<file path="config.mk">
export PLATFORM = sky130hd
export DESIGN_NAME = smem_timing_ctrl
export DESIGN_NICKNAME = d
export VERILOG_FILES = /design/src/rtl/smem_pkg.sv /design/src/rtl/smem_timing_decode.sv /design/src/rtl/smem_phase_seq.sv /design/src/rtl/smem_strobe_gen.sv /design/src/rtl/smem_timing_ctrl.sv
export SDC_FILE = /design/constraint.sdc
export NUM_CORES = 1
export LEC_CHECK = 0
export BUFFER_PORTS_ARGS = -buffer_cell sky130_fd_sc_hd__buf_2
export CORE_UTILIZATION = 35
export CTS_CLUSTER_SIZE = 24
export DETAILED_ROUTE_END_ITERATION = 6
export PLACE_DENSITY = 0.66
export SKIP_LAST_GASP = 1
export SYNTH_ARGS = -nofsm -noshare
export SYNTH_HDL_FRONTEND = slang
export SYNTH_SLANG_ARGS = --single-unit
</file>
<file path="constraint.sdc">
create_clock -name clk -period 2.2 [get_ports clk]
set_input_delay 0.44 -clock clk [delete_from_list [all_inputs] [get_ports clk]]
set_output_delay 0.44 -clock clk [all_outputs]
set_load 0.005 [all_outputs]
</file>
<file path="src/rtl/smem_pkg.sv">
// Shared definitions for the static memory timing controller.
// Holds the code field widths, the phase encoding, the decoded timing record
// and the functions that turn a register code into cycle counts.
package smem_pkg;

    localparam int WE_CODE_W   = 4;
    localparam int OE_CODE_W   = 4;
    localparam int RD_CODE_W   = 5;
    localparam int WR_CODE_W   = 5;
    localparam int TURN_CODE_W = 4;
    // Largest count is 33 (write code 31), six bits hold it.
    localparam int CNT_W       = 6;

    typedef enum logic [1:0] {
        PH_IDLE   = 2'd0,
        PH_ACCESS = 2'd1,
        PH_TURN   = 2'd2
    } phase_t;

    // Decoded timing for one chip: start cycles are 1-based access cycles.
    typedef struct packed {
        logic [CNT_W-1:0] we_start;
        logic [CNT_W-1:0] oe_start;
        logic [CNT_W-1:0] rd_len;
        logic [CNT_W-1:0] wr_len;
        logic [CNT_W-1:0] turn_len;
    } timing_t;

    // Write enable waits n+1 cycles after chip select, so it starts in cycle n+2.
    function automatic logic [CNT_W-1:0] we_start_of(input logic [WE_CODE_W-1:0] code);
        return CNT_W'(code) + CNT_W'(2);
    endfunction

    // Read enable waits n cycles, so it starts in cycle n+1.
    function automatic logic [CNT_W-1:0] oe_start_of(input logic [OE_CODE_W-1:0] code);
        return CNT_W'(code) + CNT_W'(1);
    endfunction

    // Read length n+1; the top code 31 lands on 32.
    function automatic logic [CNT_W-1:0] rd_len_of(input logic [RD_CODE_W-1:0] code);
        return CNT_W'(code) + CNT_W'(1);
    endfunction

    // Write length n+2; the top code 31 lands on 33.
    function automatic logic [CNT_W-1:0] wr_len_of(input logic [WR_CODE_W-1:0] code);
        return CNT_W'(code) + CNT_W'(2);
    endfunction

    // Turnaround n+1; the top code 15 lands on 16.
    function automatic logic [CNT_W-1:0] turn_len_of(input logic [TURN_CODE_W-1:0] code);
        return CNT_W'(code) + CNT_W'(1);
    endfunction

endpackage

</file>
<file path="src/rtl/smem_timing_decode.sv">
// Decodes the per-chip timing code fields into cycle counts and selects the
// set that belongs to the requested chip.
// Assumes the code vectors are packed with chip i at slice [i*w +: w].
module smem_timing_decode
    import smem_pkg::*;
#(
    parameter int NCS   = 2,
    parameter int SEL_W = 1
) (
    input  logic [NCS*WE_CODE_W-1:0]   cfg_we_dly,
    input  logic [NCS*OE_CODE_W-1:0]   cfg_oe_dly,
    input  logic [NCS*RD_CODE_W-1:0]   cfg_rd_time,
    input  logic [NCS*WR_CODE_W-1:0]   cfg_wr_time,
    input  logic [NCS*TURN_CODE_W-1:0] cfg_turn,
    input  logic [SEL_W-1:0]           sel,
    output timing_t                    timing
);

    timing_t per_chip [NCS];

    // One decoder per chip select.
    for (genvar c = 0; c < NCS; c++) begin : g_chip
        assign per_chip[c].we_start = we_start_of(cfg_we_dly[c*WE_CODE_W +: WE_CODE_W]);
        assign per_chip[c].oe_start = oe_start_of(cfg_oe_dly[c*OE_CODE_W +: OE_CODE_W]);
        assign per_chip[c].rd_len   = rd_len_of(cfg_rd_time[c*RD_CODE_W +: RD_CODE_W]);
        assign per_chip[c].wr_len   = wr_len_of(cfg_wr_time[c*WR_CODE_W +: WR_CODE_W]);
        assign per_chip[c].turn_len = turn_len_of(cfg_turn[c*TURN_CODE_W +: TURN_CODE_W]);
    end

    // Pick the decoded set for the selected chip; out-of-range indices read chip 0.
    always_comb begin
        timing = per_chip[0];
        for (int c = 1; c < NCS; c++) begin
            if (int'(sel) == c) timing = per_chip[c];
        end
    end

endmodule

</file>
<file path="src/rtl/smem_phase_seq.sv">
// Access sequencer: accepts one request at a time, latches it with its decoded
// timing, counts access cycles, captures read data in the last cycle, then
// counts the turnaround gap before becoming ready again.
// Assumes the timing record is stable in the cycle a request is accepted.
module smem_phase_seq
    import smem_pkg::*;
#(
    parameter int AW    = 23,
    parameter int DW    = 16,
    parameter int LANES = 2,
    parameter int SEL_W = 1
) (
    input  logic              clk,
    input  logic              rst_n,
    input  logic              enable,
    input  logic              req_valid,
    output logic              req_ready,
    input  logic              req_write,
    input  logic [SEL_W-1:0]  req_sel,
    input  logic [AW-1:0]     req_addr,
    input  logic [DW-1:0]     req_wdata,
    input  logic [LANES-1:0]  req_be,
    input  timing_t           timing,
    input  logic [DW-1:0]     mem_dq_in,
    output phase_t            phase,
    output logic [CNT_W-1:0]  cnt,
    output logic              cur_write,
    output logic [SEL_W-1:0]  cur_sel,
    output logic [AW-1:0]     cur_addr,
    output logic [DW-1:0]     cur_wdata,
    output logic [LANES-1:0]  cur_be,
    output logic [CNT_W-1:0]  cur_we_start,
    output logic [CNT_W-1:0]  cur_oe_start,
    output logic              rsp_done,
    output logic [DW-1:0]     rsp_rdata
);

    logic [CNT_W-1:0] acc_len;
    logic [CNT_W-1:0] turn_len;
    logic             accept;

    // Handshake: take a request only when idle and globally enabled.
    assign req_ready = enable && (phase == PH_IDLE);
    assign accept    = req_valid && req_ready;

    // Phase, counter, latched request and response registers.
    always_ff @(posedge clk) begin
        if (!rst_n) begin
            phase        <= PH_IDLE;
            cnt          <= '0;
            cur_write    <= 1'b0;
            cur_sel      <= '0;
            cur_addr     <= '0;
            cur_wdata    <= '0;
            cur_be       <= '0;
            cur_we_start <= '0;
            cur_oe_start <= '0;
            acc_len      <= '0;
            turn_len     <= '0;
            rsp_done     <= 1'b0;
            rsp_rdata    <= '0;
        end else begin
            rsp_done <= 1'b0;
            unique case (phase)
                PH_IDLE: begin
                    if (accept) begin
                        cur_write    <= req_write;
                        cur_sel      <= req_sel;
                        cur_addr     <= req_addr;
                        cur_wdata    <= req_wdata;
                        cur_be       <= req_be;
                        cur_we_start <= timing.we_start;
                        cur_oe_start <= timing.oe_start;
                        acc_len      <= req_write ? timing.wr_len : timing.rd_len;
                        turn_len     <= timing.turn_len;
                        cnt          <= CNT_W'(1);
                        phase        <= PH_ACCESS;
                    end
                end
                PH_ACCESS: begin
                    if (cnt == acc_len) begin
                        if (!cur_write) rsp_rdata <= mem_dq_in;
                        rsp_done <= 1'b1;
                        cnt      <= CNT_W'(1);
                        phase    <= PH_TURN;
                    end else begin
                        cnt <= cnt + CNT_W'(1);
                    end
                end
                PH_TURN: begin
                    if (cnt == turn_len) begin
                        cnt   <= '0;
                        phase <= PH_IDLE;
                    end else begin
                        cnt <= cnt + CNT_W'(1);
                    end
                end
                default: begin
                    cnt   <= '0;
                    phase <= PH_IDLE;
                end
            endcase
        end
    end

endmodule

</file>
<file path="src/rtl/smem_strobe_gen.sv">
// Pin generator: derives chip selects, read/write enables, lane strobes and
// data drive from the sequencer phase and access-cycle count.
// Assumes the count is 1-based inside the access phase; all outputs are gated
// by the global enable.
module smem_strobe_gen
    import smem_pkg::*;
#(
    parameter int NCS   = 2,
    parameter int DW    = 16,
    parameter int LANES = 2,
    parameter int SEL_W = 1
) (
    input  logic              enable,
    input  phase_t            phase,
    input  logic [CNT_W-1:0]  cnt,
    input  logic              cur_write,
    input  logic [SEL_W-1:0]  cur_sel,
    input  logic [DW-1:0]     cur_wdata,
    input  logic [LANES-1:0]  cur_be,
    input  logic [CNT_W-1:0]  cur_we_start,
    input  logic [CNT_W-1:0]  cur_oe_start,
    output logic [NCS-1:0]    mem_cs_n,
    output logic              mem_oe_n,
    output logic              mem_we_n,
    output logic [LANES-1:0]  mem_lane_n,
    output logic [DW-1:0]     mem_dq_out,
    output logic              mem_dq_oe
);

    logic active;
    logic we_on;

    // Bus is live only inside the access phase and while enabled.
    assign active = enable && (phase == PH_ACCESS);

    // One chip select per chip, low only for the latched index.
    for (genvar c = 0; c < NCS; c++) begin : g_cs
        assign mem_cs_n[c] = !(active && (int'(cur_sel) == c));
    end

    // One strobe per byte lane, following the latched byte enables.
    for (genvar l = 0; l < LANES; l++) begin : g_lane
        assign mem_lane_n[l] = !(active && cur_be[l]);
    end

    // Enables assert from their start cycle through the end of the access.
    assign we_on      = active && cur_write && (cnt >= cur_we_start);
    assign mem_we_n   = !we_on;
    assign mem_oe_n   = !(active && !cur_write && (cnt >= cur_oe_start));
    assign mem_dq_oe  = we_on;
    assign mem_dq_out = cur_wdata;

endmodule

</file>
<file path="src/rtl/smem_timing_ctrl.sv">
// Top of the static memory timing controller: per-chip code decode, access
// sequencer and pin generator.
// Assumes code vectors change only while the block is idle.
module smem_timing_ctrl
    import smem_pkg::*;
#(
    parameter int NCS = 2,
    parameter int AW  = 23,
    parameter int DW  = 16,
    localparam int LANES = DW / 8,
    localparam int SEL_W = (NCS > 1) ? $clog2(NCS) : 1
) (
    input  logic                         clk,
    input  logic                         rst_n,
    input  logic                         enable,
    input  logic [NCS*WE_CODE_W-1:0]     cfg_we_dly,
    input  logic [NCS*OE_CODE_W-1:0]     cfg_oe_dly,
    input  logic [NCS*RD_CODE_W-1:0]     cfg_rd_time,
    input  logic [NCS*WR_CODE_W-1:0]     cfg_wr_time,
    input  logic [NCS*TURN_CODE_W-1:0]   cfg_turn,
    input  logic                         req_valid,
    output logic                         req_ready,
    input  logic                         req_write,
    input  logic [SEL_W-1:0]             req_sel,
    input  logic [AW-1:0]                req_addr,
    input  logic [DW-1:0]                req_wdata,
    input  logic [LANES-1:0]             req_be,
    output logic                         rsp_done,
    output logic [DW-1:0]                rsp_rdata,
    output logic [AW-1:0]                mem_addr,
    output logic [DW-1:0]                mem_dq_out,
    output logic                         mem_dq_oe,
    input  logic [DW-1:0]                mem_dq_in,
    output logic [NCS-1:0]               mem_cs_n,
    output logic                         mem_oe_n,
    output logic                         mem_we_n,
    output logic [LANES-1:0]             mem_lane_n
);

    timing_t          timing;
    phase_t           phase;
    logic [CNT_W-1:0] cnt;
    logic             cur_write;
    logic [SEL_W-1:0] cur_sel;
    logic [DW-1:0]    cur_wdata;
    logic [LANES-1:0] cur_be;
    logic [CNT_W-1:0] cur_we_start;
    logic [CNT_W-1:0] cur_oe_start;

    smem_timing_decode #(.NCS(NCS), .SEL_W(SEL_W)) u_decode (
        .cfg_we_dly  (cfg_we_dly),
        .cfg_oe_dly  (cfg_oe_dly),
        .cfg_rd_time (cfg_rd_time),
        .cfg_wr_time (cfg_wr_time),
        .cfg_turn    (cfg_turn),
        .sel         (req_sel),
        .timing      (timing)
    );

    smem_phase_seq #(.AW(AW), .DW(DW), .LANES(LANES), .SEL_W(SEL_W)) u_seq (
        .clk          (clk),
        .rst_n        (rst_n),
        .enable       (enable),
        .req_valid    (req_valid),
        .req_ready    (req_ready),
        .req_write    (req_write),
        .req_sel      (req_sel),
        .req_addr     (req_addr),
        .req_wdata    (req_wdata),
        .req_be       (req_be),
        .timing       (timing),
        .mem_dq_in    (mem_dq_in),
        .phase        (phase),
        .cnt          (cnt),
        .cur_write    (cur_write),
        .cur_sel      (cur_sel),
        .cur_addr     (mem_addr),
        .cur_wdata    (cur_wdata),
        .cur_be       (cur_be),
        .cur_we_start (cur_we_start),
        .cur_oe_start (cur_oe_start),
        .rsp_done     (rsp_done),
        .rsp_rdata    (rsp_rdata)
    );

    smem_strobe_gen #(.NCS(NCS), .DW(DW), .LANES(LANES), .SEL_W(SEL_W)) u_pins (
        .enable       (enable),
        .phase        (phase),
        .cnt          (cnt),
        .cur_write    (cur_write),
        .cur_sel      (cur_sel),
        .cur_wdata    (cur_wdata),
        .cur_be       (cur_be),
        .cur_we_start (cur_we_start),
        .cur_oe_start (cur_oe_start),
        .mem_cs_n     (mem_cs_n),
        .mem_oe_n     (mem_oe_n),
        .mem_we_n     (mem_we_n),
        .mem_lane_n   (mem_lane_n),
        .mem_dq_out   (mem_dq_out),
        .mem_dq_oe    (mem_dq_oe)
    );

endmodule

</file>
==> run metrics <==
initial drt markers=103; Hold Path End=u_seq.cur_wdata[11]$_SDFFE_PN0P_; setup slack after layout=-215 ps; Num Clock Sinks=89; Reg2Reg Depth=5; WHS=331 ps; setup repair bufs after CTS=0; Via-to-Cell Ratio=4.67; vias in the first global route=3822; final core occ=48.4%; Die Span X=115 microns; total grt overflow=0; Final ANT Viol Nets=0; hpwl dp=8110 microns; crit path DAT=1980 ps; CTS root buf=clkbuf_16; Power Density=713 nW/um^2; worst skew pair latency=340 ps; Post-synth EDFFs=0; most common cell in the netlist=nand2_1; Syn Inst Count=516; Slew @ Worst Pin=556 ps; chip height=115 microns; Setup Skew=10.9 ps; Core ar.=12200 sq um; violated checks=negative setup slack; Synth Register Bits=89; CTS tree=done; outcome=finished, violations left; ys flop type=dfxtp_1; Die ar.=13100 sq um; Leak=2.83 nW; nets=799; initial antenna violation count=0; TNS Setup=-312 ps; # IOs=171; row cnt=40; Crit Path Category=flop to primary output; Syn Nets=639; post-synth top area cell=dfxtp_1; largest net degree at the start of global routing=67; r2r setup slk=350 ps; port buffer count=170; nature of the critical path startpoint=flop; register area share after synthesis=40.2%; fin. max-slew vios=0; Initial Util=36.5%; worst vdd ir=0.471 mV; # diodes=0; Synth top area share=40.2%; first-pass GRT wire length=17600 microns; crit path time final=2420 ps; RR Startpoint=u_seq.phase[0]$_SDFFE_PN0P_; Final period util=110%; Cell variety after synth=54; Max Root-Sink Buffers=2; ys async rst share=0%; Syn Area/Cell=8.60 sq um; crit-path max FO=2; Overall Power=4.20 mW; DR DRC count=0; RSZ-0062 raised after global routing=true; mapped cell area=4440 sq um; worst hold path cell count=3; layout cells sized above 1=32.3%; Fmax=414 MHz; Syn. warnings=0; gr usage total=16.9%; synth cell count leaders=135 x nand2_1, 89 x dfxtp_1, 43 x a21boi_1, 32 x mux2i_1, 26 x nor2b_1; final wirelength=10800 microns; Clock Pin Slew Worst Setup and Hold Paths=70 ps; Synth-to-Final Area Change=32.8%; final hold viol count=0; WP data required=1760 ps; Max-slew headroom=62.9%; Worst Setup End Kind=primary output; Finish-stage setup viols=3; Max-Cap Viols=0; worst min-delay path startpoint=req_wdata[11]; drt pass-1 iters=4; CTS Buf Count=9; routed vias=3969; worst r2r dst=u_seq.cur_addr[10]$_SDFFE_PN0P_; WL per Instance=12.7 microns; Min-Delay Path Class=input pin to flop; Synth area leaders=dfxtp_1 40%, nand2_1 11%, a21boi_1 7.3%; global placement routability congestion=0.752; number of H-tree levels=3
## through the flow
stage | std cells | setup slack (ps) | instance area, sq um
global route | 849 | -277 | 5890
global placement | 833 | -70.2 | 5460
CTS | 849 | -289 | 5860
finish | 849 | -215 | 5890
floorplan | 516 | 64.9 | 4440
detailed placement | 833 | -99.0 | 5460
## worst max path at each step
stage	start	end	slack [ps]	cells past startpoint
floorplan	req_sel	u_seq.acc_len[4]$_SDFFE_PN0P_	60	9
global placement	u_seq.cnt[0]$_SDFFE_PN0P_	mem_oe_n	-70	8
detailed placement	u_seq.cnt[0]$_SDFFE_PN0P_	mem_oe_n	-100	8
CTS	u_seq.cnt[0]$_SDFFE_PN0P_	mem_oe_n	-290	8
global route	u_seq.cnt[0]$_SDFFE_PN0P_	mem_oe_n	-280	8
finish	u_seq.cnt[0]$_SDFFE_PN0P_	mem_oe_n	-220	8
## state kept, by name, summed over array words and instances (netlist names)
register,flops
u_seq.acc_len,6
u_seq.cnt,6
u_seq.cur_addr,23
u_seq.cur_be,2
u_seq.cur_oe_start,5
u_seq.cur_sel,1
u_seq.cur_wdata,16
u_seq.cur_we_start,5
u_seq.cur_write,1
u_seq.phase,2
u_seq.rsp_done,1
u_seq.rsp_rdata,16
u_seq.turn_len,5
## cell families after synthesis
| logic type | after synthesis | share of synthesized area (%) |
|---|---|---|
| AND/OR/NAND/NOR | 206 | 21.2 |
| AO/OA/AOI/OAI | 98 | 16.0 |
| flip-flops | 89 | 40.2 |
| buffers and inverters | 48 | 5.13 |
| multiplexers | 38 | 8.74 |
| XOR/XNOR | 21 | 4.31 |
| adder cells (fa/ha/maj) | 16 | 4.51 |
## power breakdown
part           switching, mW  internal (mW)  leakage [nW]
combinational          0.333          0.328          1.93
clock                  0.648           1.14         0.169
sequential            0.0489           1.70         0.725
total                   1.03           3.17          2.83
## per-layer routing
metal	wire length, microns	share of wire, %	track usage (%)	vias up
li1	-	-	-	2037
met4	129	1.2	5.71	0
met2	4970	46	28.8	140
met1	4730	44	19.7	1781
met5	0	0	0	-
met3	964	8.9	5.93	11
## final cells by class
| class | instances | area (sq um) |
|---|---|---|
| fillers | 1191 | 6270 |
| multi-input cells | 379 | 2510 |
| flip-flops and latches | 89 | 1780 |
| repair buffers | 182 | 978 |
| clock buffers | 10 | 239 |
| well taps | 168 | 210 |
| clock inverters | 6 | 115 |
| inverters | 15 | 56.3 |
## layout by cell type (no fill, tap or decap), types with 6 or more instances in the layout
master	synthesis	routed
a21boi_0	16	16
a21boi_1	43	43
a21oi_1	9	8
and2_1	6	6
buf_2	6	170
buf_4	0	9
clkbuf_16	0	9
dfxtp_1	89	87
ha_1	16	14
inv_1	15	14
mux2i_1	32	32
nand2_1	135	135
nand3_1	7	6
nor2_1	10	10
nor2b_1	26	26
xor2_1	16	16
## worst max-delay path, cell delays in order (launching register included)
cell and delay (ps):
dfxtp_2 330, inv_2 50, ha_4 250, nand2b_4 100, a21o_1 100, a21o_1 160, a2111oi_4 80, or4_1 420
buf_2 150
## timing repair
action	CTS	global route
hold buffers	0	0
resized for setup	8	6
endpoints found under the setup margin	3	3
pin swaps	8	3
No activity file was read; power rests on OpenSTA's default activity.
